**config.mk**
```make
export PLATFORM = sky130hd
export DESIGN_NAME = pwr_mode_ctrl
export DESIGN_NICKNAME = d
export VERILOG_FILES = /design/src/rtl/pwr_mode_pkg.sv /design/src/rtl/pm_sync.sv /design/src/rtl/pm_disc_timer.sv /design/src/rtl/pm_fsm.sv /design/src/rtl/pwr_mode_ctrl.sv
export SDC_FILE = /design/constraint.sdc
export NUM_CORES = 1
export LEC_CHECK = 0
export ABC_AREA = 1
export BUFFER_PORTS_ARGS = -buffer_cell sky130_fd_sc_hd__buf_2
export CAP_MARGIN = 10
export CORE_ASPECT_RATIO = 2
export CORE_MARGIN = 5
export CORE_UTILIZATION = 28
export DETAILED_ROUTE_END_ITERATION = 10
export HOLD_SLACK_MARGIN = 0.03
export PLACE_DENSITY_LB_ADDON = 0.2
export SLEW_MARGIN = 20
export SYNTH_ARGS = -nofsm -noshare
export SYNTH_HDL_FRONTEND = slang
export SYNTH_SLANG_ARGS = --single-unit
```
**constraint.sdc**
```tcl
create_clock -name clk -period 1.4 [get_ports clk]
set_clock_uncertainty 0.15 [all_clocks]
set_input_delay 0.07 -clock clk [delete_from_list [all_inputs] [get_ports clk]]
set_output_delay 0.07 -clock clk [all_outputs]
set_load 0.05 [all_outputs]
```
**src/rtl/pwr_mode_pkg.sv**
```systemverilog
package pwr_mode_pkg;

    typedef enum logic {
        PM_SLEEP  = 1'b0,
        PM_ACTIVE = 1'b1
    } pm_state_e;

    // Synchronized pin levels, already converted to active-high meaning.
    typedef struct packed {
        logic dq_high;
        logic sw_pressed;
        logic chg_present;
    } pin_lvl_t;

    // Raw pin vector order: {dq_pin, ps_n_pin, chg_pin}
    localparam int unsigned PIN_W = 3;
    localparam logic [PIN_W-1:0] PIN_RST = 3'b010;

    typedef struct packed {
        logic uv;
        logic disc;
        logic swap;
    } sleep_req_t;

    typedef struct packed {
        logic connect;
        logic sw;
        logic chg;
        logic swap;
    } wake_req_t;

    function automatic pin_lvl_t decode_pins(input logic [PIN_W-1:0] raw);
        pin_lvl_t l;
        l.dq_high     = raw[2];
        l.sw_pressed  = ~raw[1];
        l.chg_present = raw[0];
        return l;
    endfunction

    function automatic logic any_sleep(input sleep_req_t r);
        return r.uv | r.disc | r.swap;
    endfunction

    function automatic logic any_wake(input wake_req_t r);
        return r.connect | r.sw | r.chg | r.swap;
    endfunction

endpackage

```
**src/rtl/pm_sync.sv**
```systemverilog
module pm_sync #(
    parameter int unsigned W = 1,
    parameter logic [W-1:0] RST_VAL = '0
) (
    input  logic         clk,
    input  logic         rst,
    input  logic [W-1:0] d,
    output logic [W-1:0] q
);
    for (genvar i = 0; i < W; i++) begin : g_bit
        logic s1;
        logic s2;
        always_ff @(posedge clk) begin
            if (rst) begin
                s1 <= RST_VAL[i];
                s2 <= RST_VAL[i];
            end else begin
                s1 <= d[i];
                s2 <= s1;
            end
        end
        assign q[i] = s2;
    end
endmodule

```
**src/rtl/pm_disc_timer.sv**
```systemverilog
module pm_disc_timer #(
    parameter int unsigned TICK_DIV   = 32768,
    parameter int unsigned DISC_TICKS = 2
) (
    input  logic clk,
    input  logic rst,
    input  logic run,
    output logic expired
);
    localparam int unsigned PW = (TICK_DIV > 1) ? $clog2(TICK_DIV) : 1;
    localparam int unsigned TW = $clog2(DISC_TICKS + 1);
    localparam logic [TW-1:0] T_LIM = TW'(DISC_TICKS);

    logic          tick;
    logic [TW-1:0] tcnt;

    if (TICK_DIV > 1) begin : g_pre
        localparam logic [PW-1:0] P_LAST = PW'(TICK_DIV - 1);
        logic [PW-1:0] pcnt;
        always_ff @(posedge clk) begin
            if (rst || !run)       pcnt <= '0;
            else if (pcnt == P_LAST) pcnt <= '0;
            else                   pcnt <= pcnt + 1'b1;
        end
        assign tick = run && (pcnt == P_LAST);
    end else begin : g_nopre
        assign tick = run;
    end

    always_ff @(posedge clk) begin
        if (rst || !run)              tcnt <= '0;
        else if (tick && tcnt != T_LIM) tcnt <= tcnt + 1'b1;
    end

    assign expired = (tcnt == T_LIM);
endmodule

```
**src/rtl/pm_fsm.sv**
```systemverilog
module pm_fsm
    import pwr_mode_pkg::*;
(
    input  logic      clk,
    input  logic      rst,
    input  pin_lvl_t  lvl,
    input  logic      uv_evt,
    input  logic      swap_done,
    input  logic      pmod,
    input  logic      swen,
    input  logic      disc,
    output pm_state_e state
);
    sleep_req_t sreq;
    wake_req_t  wreq;
    pm_state_e  nxt;

    always_comb begin
        sreq.uv      = uv_evt;
        sreq.disc    = pmod & disc;
        sreq.swap    = swap_done & swen;
        wreq.connect = pmod & ~swen & lvl.dq_high;
        wreq.sw      = lvl.sw_pressed;
        wreq.chg     = lvl.chg_present & ~swen;
        wreq.swap    = swap_done & swen;
    end

    always_comb begin
        nxt = state;
        unique case (state)
            PM_ACTIVE: if (any_sleep(sreq) && !lvl.sw_pressed) nxt = PM_SLEEP;
            PM_SLEEP:  if (any_wake(wreq) && !uv_evt)          nxt = PM_ACTIVE;
            default:   nxt = PM_SLEEP;
        endcase
    end

    always_ff @(posedge clk) begin
        if (rst) state <= PM_SLEEP;
        else     state <= nxt;
    end
endmodule

```
**src/rtl/pwr_mode_ctrl.sv**
```systemverilog
module pwr_mode_ctrl
    import pwr_mode_pkg::*;
#(
    parameter int unsigned TICK_DIV   = 32768,
    parameter int unsigned DISC_TICKS = 2
) (
    input  logic clk,
    input  logic rst,
    input  logic dq_pin,
    input  logic ps_n_pin,
    input  logic chg_pin,
    input  logic uv_evt,
    input  logic swap_done,
    input  logic pmod,
    input  logic swen,
    output logic active,
    output logic pls_pd_en
);
    logic [PIN_W-1:0] raw_s;
    pin_lvl_t         lvl_s;
    logic             disc;
    logic             disc_run;
    pm_state_e        state;

    pm_sync #(.W(PIN_W), .RST_VAL(PIN_RST)) u_sync (
        .clk (clk),
        .rst (rst),
        .d   ({dq_pin, ps_n_pin, chg_pin}),
        .q   (raw_s)
    );

    assign lvl_s = decode_pins(raw_s);

    // Count only while awake, in disconnect mode, with the line low.
    assign disc_run = (state == PM_ACTIVE) && pmod && !lvl_s.dq_high;

    pm_disc_timer #(.TICK_DIV(TICK_DIV), .DISC_TICKS(DISC_TICKS)) u_timer (
        .clk     (clk),
        .rst     (rst),
        .run     (disc_run),
        .expired (disc)
    );

    pm_fsm u_fsm (
        .clk       (clk),
        .rst       (rst),
        .lvl       (lvl_s),
        .uv_evt    (uv_evt),
        .swap_done (swap_done),
        .pmod      (pmod),
        .swen      (swen),
        .disc      (disc),
        .state     (state)
    );

    assign active    = (state == PM_ACTIVE);
    assign pls_pd_en = (state == PM_SLEEP) && !swen;
endmodule

```
==> results.json <==
{
  "crit_path_top_delay_cell": "dfxtp_2",
  "synth_nets": 157,
  "synth_top_family_by_area": "simple AND/OR/NAND/NOR gates",
  "switching_share_pct": 20.84,
  "clock_power_share_pct": 36.8,
  "intPower_uw": 984.7,
  "postPlaceCellArea_um2": 1274,
  "layout.nets": 195,
  "cp.required_ps": 1410,
  "syn_avg_cell_area_um2": 7.199,
  "wire_per_inst_um": 10.16,
  "grt_pass1_vias": 1066,
  "setup.worst_path.class": "reg2reg",
  "synthesis.area_um2": 1051,
  "status": "finished, violations left",
  "finalHoldViolations": 0,
  "min_path_type": "in2reg",
  "crit_path_max_fanout": 7,
  "power_mw": 1.244,
  "synth.mux.area_fraction_pct": 0,
  "row_count": 31,
  "maxCapViolCount": 0,
  "finalWirelength_um": 2358,
  "fin_ws_ps": -15.85,
  "cellPowerDensity_nw_per_um2": 836.2,
  "p_comb_share_pct": 7.0,
  "path_clk_slew_ps": 80,
  "numCtsBuffers": 3,
  "clockBufferDepth": 2,
  "p_sw_uw": 259.3,
  "critPathMaxStageDelay_ps": 360,
  "fmax_mhz": 706.3,
  "crit_chain": "ha_4 > nand2_4 > nor2_4 > nand2_4 > o21ai_4 > buf_6 > nor2_1",
  "postSynthCellCount": 146,
  "grt_use_total_pct": 10.33,
  "drt-initial-drc-count": 13,
  "grt_first_pass_wirelength_um": 4146,
  "grt_max_degree": 14,
  "num_vias": 980,
  "clock_sinks": 24,
  "final_cell_count_no_fill": 232,
  "synth-adder-area-share_pct": 2.381,
  "setup_violations": 9,
  "vdd.ir_drop.worst_v": 0.0005299,
  "rsz0062_at_grt": "true",
  "synth_xor_area_share_pct": 5.000,
  "synth_compound_area_share_pct": 6.071,
  "drc": 0,
  "drv_slew": 0,
  "stdcell_area_um2": 1488,
  "rrSetupSlack_ps": -20,
  "start_kind": "register",
  "cts-root-buf": "clkbuf_8",
  "cts-htree-levels": 1,
  "viasPerCell": 4.224,
  "initial_core_util_pct": 28.83,
  "worstMarginPinSlew_ps": 257.7,
  "yosys_warnings": 0,
  "worstPathArrival_ps": 1430,
  "final_util_pct": 40.80,
  "rr_worst_depth": 7,
  "antenna_found_initial": 0,
  "clock_latency_ps": 260,
  "n_antenna_cell": 0,
  "end_kind": "register",
  "violations": "setup timing",
  "min_period_over_period_pct": 101.1,
  "dieArea_um2": 5153,
  "core_um2": 3646,
  "cpMostUsedCell": "nand2_4",
  "seqPwrFrac_pct": 56.2,
  "period_needed_ps": 1416,
  "drive_above_1_share_pct": 28.42,
  "die_y_um": 96.65,
  "detailed_place_hpwl_um": 1803,
  "ys_seq_area_share_pct": 45.71,
  "drtAntennaViolNets": 0,
  "chipWidth_um": 53.32,
  "cts_tree": "built",
  "tns_ps": -75.69,
  "numPortBuffers": 10,
  "hold_path_depth": 5,
  "area_delta_synth_final_pct": 41.55,
  "drt-pass1-iter-count": 4,
  "power.leakage_nw": 0.6719,
  "placed_cells": 219,
  "synth-seq-cells": 24,
  "yosysUniqueCellTypes": 19,
  "synth-simple-area-share_pct": 31.55,
  "io_pins": 11,
  "slew_headroom_pct": 82.76,
  "gp_congestion": 0.8164,
  "grt_overflow": 0
}
## per-layer routing
| metal | up-vias | wire (µm) | part of all wire [%] | track usage, % |
|---|---|---|---|---|
| li1 | 523 | - | - | - |
| met1 | 450 | 823 | 35 | 9.724 |
| met2 | 3 | 1449 | 61 | 19.96 |
| met3 | 4 | 23 | 0.98 | 1.385 |
| met4 | 0 | 61 | 2.6 | 4.724 |
| met5 | - | 0 | 0 | 0 |
## flip-flops by register name, summed over array words and instances, names as in the netlist
| name | count |
|---|---|
| u_timer.g_pre.pcnt | 15 |
| u_sync.g_bit.s1 | 3 |
| u_sync.g_bit.s2 | 3 |
| u_timer.tcnt | 2 |
| u_fsm.state | 1 |
## Yosys cell counts
cell / number / area [µm²]
xnor2_1: 4 / 35.03
or2_2: 2 / 12.51
nor2_1: 31 / 116.4
nor2_4: 1 / 11.26
dfxtp_1: 24 / 480.5
o21bai_1: 2 / 15.01
nand4_1: 1 / 6.260
o21ai_2: 1 / 8.760
nand3b_1: 1 / 7.510
nor3_1: 2 / 10.01
buf_4: 1 / 7.510
nand2_1: 27 / 101.4
nand3_1: 12 / 60.06
a21oi_1: 7 / 35.03
inv_1: 24 / 90.09
nand2_2: 1 / 6.260
xor2_1: 2 / 17.52
o21ai_0: 1 / 5.000
ha_1: 2 / 25.02
## logic make-up after synthesis
logic type                 Yosys count
and+or+nand+nor                     78
buffers and inverters               25
xor gates and xnor gates             6
DFF                                 24
AOI/OAI and AO/OA                   11
adders and majority gates            2
## power groups by stage
stage | registers (mW) | logic, mW | clock network, mW
6_report | 0.699 | 0.0870 | 0.458
3_5_place_dp | 0.715 | 0.0695 | 0
4_1_cts | 0.700 | 0.0896 | 0.477
5_1_grt | 0.701 | 0.0982 | 0.509
2_1_floorplan | 0.722 | 0.0342 | 0
3_3_place_gp | 0.714 | 0.0673 | 0
## per-stage QoR
stage / setup WS (ps) / hold WS, ps
floorplan: -0.8847 / -8.824
global placement: -95.38 / 104.5
detailed placement: -91.10 / 105.8
CTS: -46.13 / 73.28
global route: -96.06 / 123.1
finish: -15.85 / 75.41
## final cells by class
| cell class | count | area [µm²] |
|---|---|---|
| fill | 405 | 2158 |
| inverter | 24 | 90.09 |
| multi-input combinational | 97 | 541.8 |
| timing repair buffer | 34 | 255.2 |
| tap | 49 | 61.31 |
| sequential | 24 | 484.2 |
| clock buffer | 4 | 55.05 |
## placed cells by master (no fill, tap or decap), drive strengths merged, types with 4 or more instances in the layout
master,instances
buf,27
xnor2,4
nand3,12
a21oi,7
dlygate4sd3,7
nor2,32
inv,24
clkbuf,4
dfxtp,24
nand2,28
## final timing paths
check,from,to
min reg2reg,u_sync.g_bit[2].s1,u_sync.g_bit[2].s2
min,swap_done,u_fsm.state
max reg2reg,u_timer.g_pre.pcnt[0],u_timer.g_pre.pcnt[0]
max,u_timer.g_pre.pcnt[0],u_timer.g_pre.pcnt[0]
## timing repair
item / CTS / global route
resized for setup: 15 / 6
setup endpoints to repair: 16 / 18
endpoints found under the hold margin: 7 / 0
hold buffers: 8 / 0
buffers inserted: 1 / 1
pin swaps: 8 / 3
## worst max-delay path: cells and delay by family (launching register included)
kind / cells / cell delay, ps
AOI/OAI and AO/OA: 1 / 190
and+or+nand+nor: 4 / 310
buffers and inverters: 1 / 160
adders and majority gates: 1 / 150
DFF: 1 / 360
Note: power is estimated with default switching activity, not from simulation.
